===== config.mk =====
export PLATFORM = sky130hd
export DESIGN_NAME = tmr_cfg_guard
export DESIGN_NICKNAME = d
export VERILOG_FILES = /design/src/rtl/cfg_lock_pkg.sv /design/src/rtl/cfg_field_reg.sv /design/src/rtl/cfg_lock_latch.sv /design/src/rtl/cfg_lock_gate.sv /design/src/rtl/tmr_cfg_guard.sv
export SDC_FILE = /design/constraint.sdc
export NUM_CORES = 1
export LEC_CHECK = 0
export BUFFER_PORTS_ARGS = -buffer_cell sky130_fd_sc_hd__buf_2
export CORE_ASPECT_RATIO = 0.9
export CORE_MARGIN = 4
export CORE_UTILIZATION = 35
export DETAILED_ROUTE_END_ITERATION = 7
export SLEW_MARGIN = 10
export SYNTH_ARGS = -nofsm -noshare
export SYNTH_HDL_FRONTEND = slang
export SYNTH_HIERARCHICAL = 1
export SYNTH_SLANG_ARGS = --single-unit

===== constraint.sdc =====
create_clock -name clk -period 3.4 [get_ports clk]
set_clock_uncertainty 0.05 [all_clocks]
set_input_delay 0 -clock clk [delete_from_list [all_inputs] [get_ports clk]]
set_output_delay 0 -clock clk [all_outputs]
set_load 0.005 [all_outputs]

===== src/rtl/cfg_lock_pkg.sv =====
package cfg_lock_pkg;

   typedef logic [1:0] lock_lvl_t;

   typedef enum logic [2:0] {
      GRP_LOCK  = 3'd0,
      GRP_DEAD  = 3'd1,
      GRP_IDLE  = 3'd2,
      GRP_BRK   = 3'd3,
      GRP_OFF   = 3'd4,
      GRP_POL   = 3'd5,
      GRP_CMP   = 3'd6,
      GRP_NONE  = 3'd7
   } grp_e;

   localparam lock_lvl_t LVL_OPEN  = 2'd0;
   localparam lock_lvl_t LVL_BASIC = 2'd1;
   localparam lock_lvl_t LVL_MID   = 2'd2;
   localparam lock_lvl_t LVL_FULL  = 2'd3;

endpackage


===== src/rtl/cfg_field_reg.sv =====
module cfg_field_reg #(
   parameter int W = 1
) (
   input  logic         clk,
   input  logic         rst_n,
   input  logic         we,
   input  logic [W-1:0] d,
   output logic [W-1:0] q
);
   if (W < 1) begin : g_bad_w
      $error("cfg_field_reg: W must be at least 1");
   end

   always_ff @(posedge clk) begin
      if (!rst_n)  q <= '0;
      else if (we) q <= d;
   end
endmodule


===== src/rtl/cfg_lock_latch.sv =====
module cfg_lock_latch
   import cfg_lock_pkg::*;
(
   input  logic      clk,
   input  logic      rst_n,
   input  logic      hit,
   input  lock_lvl_t wr_lvl,
   output lock_lvl_t lvl
);
   logic used;

   always_ff @(posedge clk) begin
      if (!rst_n) begin
         used <= 1'b0;
         lvl  <= LVL_OPEN;
      end else if (hit && !used) begin
         used <= 1'b1;
         lvl  <= wr_lvl;
      end
   end

   AST_LOCK_STICKY: assert property (@(posedge clk) disable iff (!rst_n)
      used |=> used);
   AST_LOCK_FROZEN: assert property (@(posedge clk) disable iff (!rst_n)
      used |=> $stable(lvl));
   AST_LOCK_FIRST: assert property (@(posedge clk) disable iff (!rst_n)
      (hit && !used) |=> (lvl == $past(wr_lvl)));
endmodule


===== src/rtl/cfg_lock_gate.sv =====
module cfg_lock_gate
   import cfg_lock_pkg::*;
#(
   parameter int NUM_CH = 2
) (
   input  logic              wr_en,
   input  grp_e              grp,
   input  lock_lvl_t         lvl,
   input  logic [NUM_CH-1:0] ch_is_out,
   output logic              lock_hit,
   output logic              wen_dead,
   output logic              wen_idle,
   output logic              wen_brk,
   output logic              wen_off,
   output logic [NUM_CH-1:0] wen_pol,
   output logic [NUM_CH-1:0] wen_cmp
);
   logic open_l1, open_l2, open_l3;

   always_comb begin
      open_l1  = (lvl == LVL_OPEN);
      open_l2  = (lvl == LVL_OPEN) || (lvl == LVL_BASIC);
      open_l3  = (lvl != LVL_FULL);
      lock_hit = wr_en && (grp == GRP_LOCK);
      wen_dead = wr_en && (grp == GRP_DEAD) && open_l1;
      wen_idle = wr_en && (grp == GRP_IDLE) && open_l1;
      wen_brk  = wr_en && (grp == GRP_BRK)  && open_l1;
      wen_off  = wr_en && (grp == GRP_OFF)  && open_l2;
   end

   for (genvar c = 0; c < NUM_CH; c++) begin : g_ch
      always_comb begin
         wen_pol[c] = wr_en && (grp == GRP_POL) && (open_l2 || !ch_is_out[c]);
         wen_cmp[c] = wr_en && (grp == GRP_CMP) && (open_l3 || !ch_is_out[c]);
      end
   end
endmodule


===== src/rtl/tmr_cfg_guard.sv =====
module tmr_cfg_guard
   import cfg_lock_pkg::*;
#(
   parameter int NUM_CH = 2,
   parameter int DT_W   = 8,
   parameter int OCM_W  = 3,
   parameter int DATA_W = 8
) (
   input  logic                    clk,
   input  logic                    rst_n,
   input  logic                    wr_en,
   input  logic [2:0]              wr_grp,
   input  logic [DATA_W-1:0]       wr_data,
   input  logic [NUM_CH-1:0]       ch_is_out,
   output logic [1:0]              lock_lvl,
   output logic [DT_W-1:0]         dead_time,
   output logic [2*NUM_CH-1:0]     idle_lvl,
   output logic [2:0]              brk_cfg,
   output logic [1:0]              off_sel,
   output logic [2*NUM_CH-1:0]     out_pol,
   output logic [OCM_W*NUM_CH-1:0] oc_mode,
   output logic [NUM_CH-1:0]       oc_pre
);
   localparam int PAIR_W = 2 * NUM_CH;
   localparam int CMP_ST = OCM_W + 1;
   localparam int CMP_W  = CMP_ST * NUM_CH;

   if (NUM_CH < 1)       begin : g_bad_ch  $error("NUM_CH must be at least 1"); end
   if (DATA_W < DT_W)    begin : g_bad_dt  $error("DATA_W narrower than DT_W"); end
   if (DATA_W < PAIR_W)  begin : g_bad_pr  $error("DATA_W narrower than pair fields"); end
   if (DATA_W < CMP_W)   begin : g_bad_cmp $error("DATA_W narrower than compare fields"); end
   if (DATA_W < 3)       begin : g_bad_brk $error("DATA_W narrower than break field"); end

   grp_e              grp;
   lock_lvl_t         lvl;
   logic              lock_hit, wen_dead, wen_idle, wen_brk, wen_off;
   logic [NUM_CH-1:0] wen_pol, wen_cmp;

   assign grp      = grp_e'(wr_grp);
   assign lock_lvl = lvl;

   cfg_lock_latch u_latch (
      .clk    (clk),
      .rst_n  (rst_n),
      .hit    (lock_hit),
      .wr_lvl (wr_data[1:0]),
      .lvl    (lvl)
   );

   cfg_lock_gate #(.NUM_CH(NUM_CH)) u_gate (
      .wr_en     (wr_en),
      .grp       (grp),
      .lvl       (lvl),
      .ch_is_out (ch_is_out),
      .lock_hit  (lock_hit),
      .wen_dead  (wen_dead),
      .wen_idle  (wen_idle),
      .wen_brk   (wen_brk),
      .wen_off   (wen_off),
      .wen_pol   (wen_pol),
      .wen_cmp   (wen_cmp)
   );

   cfg_field_reg #(.W(DT_W)) u_dead (
      .clk(clk), .rst_n(rst_n), .we(wen_dead), .d(wr_data[DT_W-1:0]), .q(dead_time));

   cfg_field_reg #(.W(PAIR_W)) u_idle (
      .clk(clk), .rst_n(rst_n), .we(wen_idle), .d(wr_data[PAIR_W-1:0]), .q(idle_lvl));

   cfg_field_reg #(.W(3)) u_brk (
      .clk(clk), .rst_n(rst_n), .we(wen_brk), .d(wr_data[2:0]), .q(brk_cfg));

   cfg_field_reg #(.W(2)) u_off (
      .clk(clk), .rst_n(rst_n), .we(wen_off), .d(wr_data[1:0]), .q(off_sel));

   for (genvar c = 0; c < NUM_CH; c++) begin : g_ch
      cfg_field_reg #(.W(2)) u_pol (
         .clk(clk), .rst_n(rst_n), .we(wen_pol[c]),
         .d(wr_data[2*c +: 2]), .q(out_pol[2*c +: 2]));

      cfg_field_reg #(.W(OCM_W)) u_ocm (
         .clk(clk), .rst_n(rst_n), .we(wen_cmp[c]),
         .d(wr_data[CMP_ST*c +: OCM_W]), .q(oc_mode[OCM_W*c +: OCM_W]));

      cfg_field_reg #(.W(1)) u_ocp (
         .clk(clk), .rst_n(rst_n), .we(wen_cmp[c]),
         .d(wr_data[CMP_ST*c + OCM_W]), .q(oc_pre[c]));

      AST_POL_OUT_HELD: assert property (@(posedge clk) disable iff (!rst_n)
         (lvl[1] && ch_is_out[c]) |=> $stable(out_pol[2*c +: 2]));
      AST_CMP_OUT_HELD: assert property (@(posedge clk) disable iff (!rst_n)
         ((lvl == LVL_FULL) && ch_is_out[c]) |=>
            ($stable(oc_mode[OCM_W*c +: OCM_W]) && $stable(oc_pre[c])));
      AST_CMP_IN_OPEN: assert property (@(posedge clk) disable iff (!rst_n)
         (wr_en && (wr_grp == 3'd6) && !ch_is_out[c]) |=>
            (oc_pre[c] == $past(wr_data[CMP_ST*c + OCM_W])));
   end

   AST_L1_FROZEN: assert property (@(posedge clk) disable iff (!rst_n)
      (lvl != LVL_OPEN) |=>
         ($stable(dead_time) && $stable(idle_lvl) && $stable(brk_cfg)));
   AST_L2_OFF_FROZEN: assert property (@(posedge clk) disable iff (!rst_n)
      lvl[1] |=> $stable(off_sel));
   AST_OPEN_DEAD_WRITE: assert property (@(posedge clk) disable iff (!rst_n)
      (wr_en && (wr_grp == 3'd1) && (lvl == LVL_OPEN)) |=>
         (dead_time == $past(wr_data[DT_W-1:0])));
   AST_NONE_GROUP: assert property (@(posedge clk) disable iff (!rst_n)
      (wr_en && (wr_grp == 3'd7)) |=>
         ($stable(dead_time) && $stable(out_pol) && $stable(oc_mode)
          && $stable(lock_lvl)));
endmodule


==> flow_summary_export.csv <==
group,metric,value,unit
status,status,"completed",
placed_design,gp_congestion,0.8412,
synth,synth_nets,130,
worst_setup_path,crit_required,3.52,ns
pwr,p_leak,0.6912,nW
worst_setup_path,start_kind,"register",
route,vias_per_cell,4.579,
global_route,grt_pass1_vias,1035,
synth,postSynthAreaPerCell,11.37,um2
worst_setup_path,path_cells,"or4b_4, nor3b_2, mux2i_1, nor2b_1",
worst_setup_path,worstSetupEndpointType,"register",
placed_design,dp.final_hpwl,2.173,mm
worst_setup_path,r2r-end,"u_dead/q[3]$_SDFFE_PN0P_",
worst_hold_path,min_to,"u_latch/lvl[0]$_SDFFE_PN0P_",
route,firstDrtPassIters,4,
clock_tree,cts.repair.resized,0,
worst_setup_path,crit_fanout,8,
worst_hold_path,min-delay-path-class,"input port to register",
sta,tns,0,ns
global_route,grt_overflow,0,
synth,yosysWarnings,6,
layout,nNetsFinal,186,
route,drtIter0Drc,37,
sta,hold_ws,0.006347,ns
placed_design,numPortBuffers,46,
sta,fin_crit_sh,62.12,%
sta,rsz0062_at_grt,"no",
run,drv_cap,0,
clock_tree,h-tree-depth,2,
route,route.vias.total,980,
sta,relSlewSlack,45.42,%
floorplan,start_util,37.27,%
placed_design,pre_cts_ws,1.307,ns
worst_setup_path,reg2regPathDepth,4,
pwr,power.density,446.7,nW/um2
global_route,grt_usage,13.76,%
global_route,grt_max_degree,35,
clock_tree,worstSkewPairLatency,0.28,ns
worst_setup_path,crit_family,"simple AND/OR/NAND/NOR gates",
floorplan,coreArea,3478,um2
route,drc,0,
pwr,power.total,0.7617,mW
floorplan,fp-row-count,20,
worst_setup_path,timing.critical_path.buf_inv,0,
clock_tree,clockRootBuffer,"clkbuf_8",
synth,syn-cell-area,1296,um2
synth,synth-seq-cells,32,
clock_tree,cts_tree,"built",
clock_tree,cts_made_buffers,5,
worst_hold_path,hold_depth,3,
worst_setup_path,cp.depth,4,
worst_setup_path,cp-startpoint,"u_latch/lvl[1]$_SDFFE_PN0P_",
sta,setup_violations,0,
sta,finalHoldViolations,0,
placed_design,post_dp_cell_area,1559,um2
worst_setup_path,reg2reg_slack,1.29,ns
sta,fmax,473.5,MHz
sta,period_minus_slack,2.112,ns
sta,setup_ws,1.288,ns
floorplan,die_h,65.74,um
clock_tree,ctsHoldBuffers,5,
clock_tree,clock_sinks,32,
floorplan,die_area,4743,um2
clock_tree,clock_path_buffers,2,
worst_setup_path,max_stage_delay,0.69,ns
synth,ys_seq_area_share,49.42,%
route,wl,2.976,mm
synth,yosysUniqueCellTypes,15,
worst_setup_path,cp_slowest_cell,"nor3b_2",
route,wl_per_cell,13.91,um
floorplan,io_pins,47,
clock_tree,cts_setup_buffers,0,
layout,area_delta_synth_final,31.56,%
route,final_antenna_net_count,0,
sta,drv_slew,0,
worst_setup_path,critPathKind,"register to register",
layout,fin_area,1705,um2
synth,netlist_instances,114,
worst_hold_path,hp-start,"wr_data[0]",
global_route,antenna_found_initial,0,
pwr,vdd_ir_drop_max,0.3045,mV
layout,drive_gt1_share,33.53,%
global_route,grt_pass1_wl,4.995,mm
layout,diodes,0,
worst_setup_path,critical_path_arrival,2.23,ns
floorplan,fp.dieW,72.15,um
worst_setup_path,r2r_start,"u_latch/lvl[1]$_SDFFE_PN0P_",
sta,max_slew.worst_pin.slew,0.8151,ns
clock_tree,path_clk_slew,0.06,ns
[worst max-delay path by stage]
stage                               end  slack (ns)
3_3_place_gp   u_dead/q[4]$_SDFFE_PN0P_        1.36
5_1_grt        u_dead/q[2]$_SDFFE_PN0P_        1.12
6_report       u_dead/q[3]$_SDFFE_PN0P_        1.29
2_1_floorplan  u_dead/q[0]$_SDFFE_PN0P_        1.77
4_1_cts        u_dead/q[5]$_SDFFE_PN0P_        1.28
3_5_place_dp   u_dead/q[5]$_SDFFE_PN0P_        1.31
[cell families (layout without fill, tap and decap cells)]
kind of cell           after synthesis  after routing  synth area share [%]
and+or+nand+nor                     44             44                 22.59
DFF                                 32             32                 49.42
AOI/OAI and AO/OA                    5              5                 2.317
muxes                               31             31                 23.94
buffers and inverters                2             58                 1.737
[placed cells by master, fill, tap and decap left out]
master and n:
clkbuf_8 7, nand4b_1 2, nor4_1 1, dlygate4sd3_1 5, nor3b_2 2, o21a_1 1
a21oi_1 2, nand2_1 6, nor2b_1 29, nor2b_4 1, mux2i_1 31, nor2_1 1
a31oi_1 2, dfxtp_1 32, nor4b_1 1, buf_2 46, or4b_4 1
[registers in the layout (all words and copies together) (netlist names)]
| signal | count |
|---|---|
| u_dead/q | 8 |
| g_ch.u_ocm/q | 6 |
| g_ch.u_pol/q | 4 |
| u_idle/q | 4 |
| u_brk/q | 3 |
| g_ch.u_ocp/q | 2 |
| u_latch/lvl | 2 |
| u_off/q | 2 |
| u_latch/used | 1 |
[metal layers]
| metal | up-vias | wire length (um) | track usage [%] | part of all wire (%) |
|---|---|---|---|---|
| met5 | - | 0 | 0 | 0 |
| met1 | 450 | 1337 | 16.09 | 45 |
| met2 | 24 | 1418 | 22.73 | 48 |
| met3 | 2 | 208 | 6.269 | 7.0 |
| li1 | 504 | - | - | - |
| met4 | 0 | 10 | 3.521 | 0.34 |
[tightest hold or removal path, delay by kind of cell]
kind,cells,cell delay [ns]
buffers and inverters,1,0.16
AND/OR/NAND/NOR,1,0.07
multiplexers,1,0.06
[power by group]
group          internal [mW]  switching [mW]  leakage, nW
Combinational         0.0339          0.0315        0.382
Clock                  0.180           0.128       0.0503
Sequential             0.383         0.00479        0.259
[Yosys cell counts]
cell type,number,area (um2)
a21oi_1,2,10.01
a31oi_1,2,12.51
buf_6,2,22.52
dfxtp_1,32,640.6
mux2i_1,31,310.3
nand2_1,6,22.52
nand4b_1,2,17.52
nor2_1,1,3.750
nor2b_1,29,181.4
nor2b_4,1,13.76
nor3b_2,2,25.02
nor4_1,1,6.260
nor4b_1,1,8.760
o21a_1,1,7.510
or4b_4,1,13.76
[metrics by stage]
step	instances	util, %
global route	214	49.03
detailed placement	202	44.82
finish	214	49.03
CTS	214	49.03
floorplan	114	-
global placement	202	44.82
[layout make-up]
class	instances	area, um2
Multi-Input combinational cell	80	633.1
Sequential cell	32	640.6
Timing Repair Buffer	51	280.3
Clock buffer	7	96.34
Tap cell	44	55.05
Fill cell	333	1773
(Power assumes the default switching activity.)
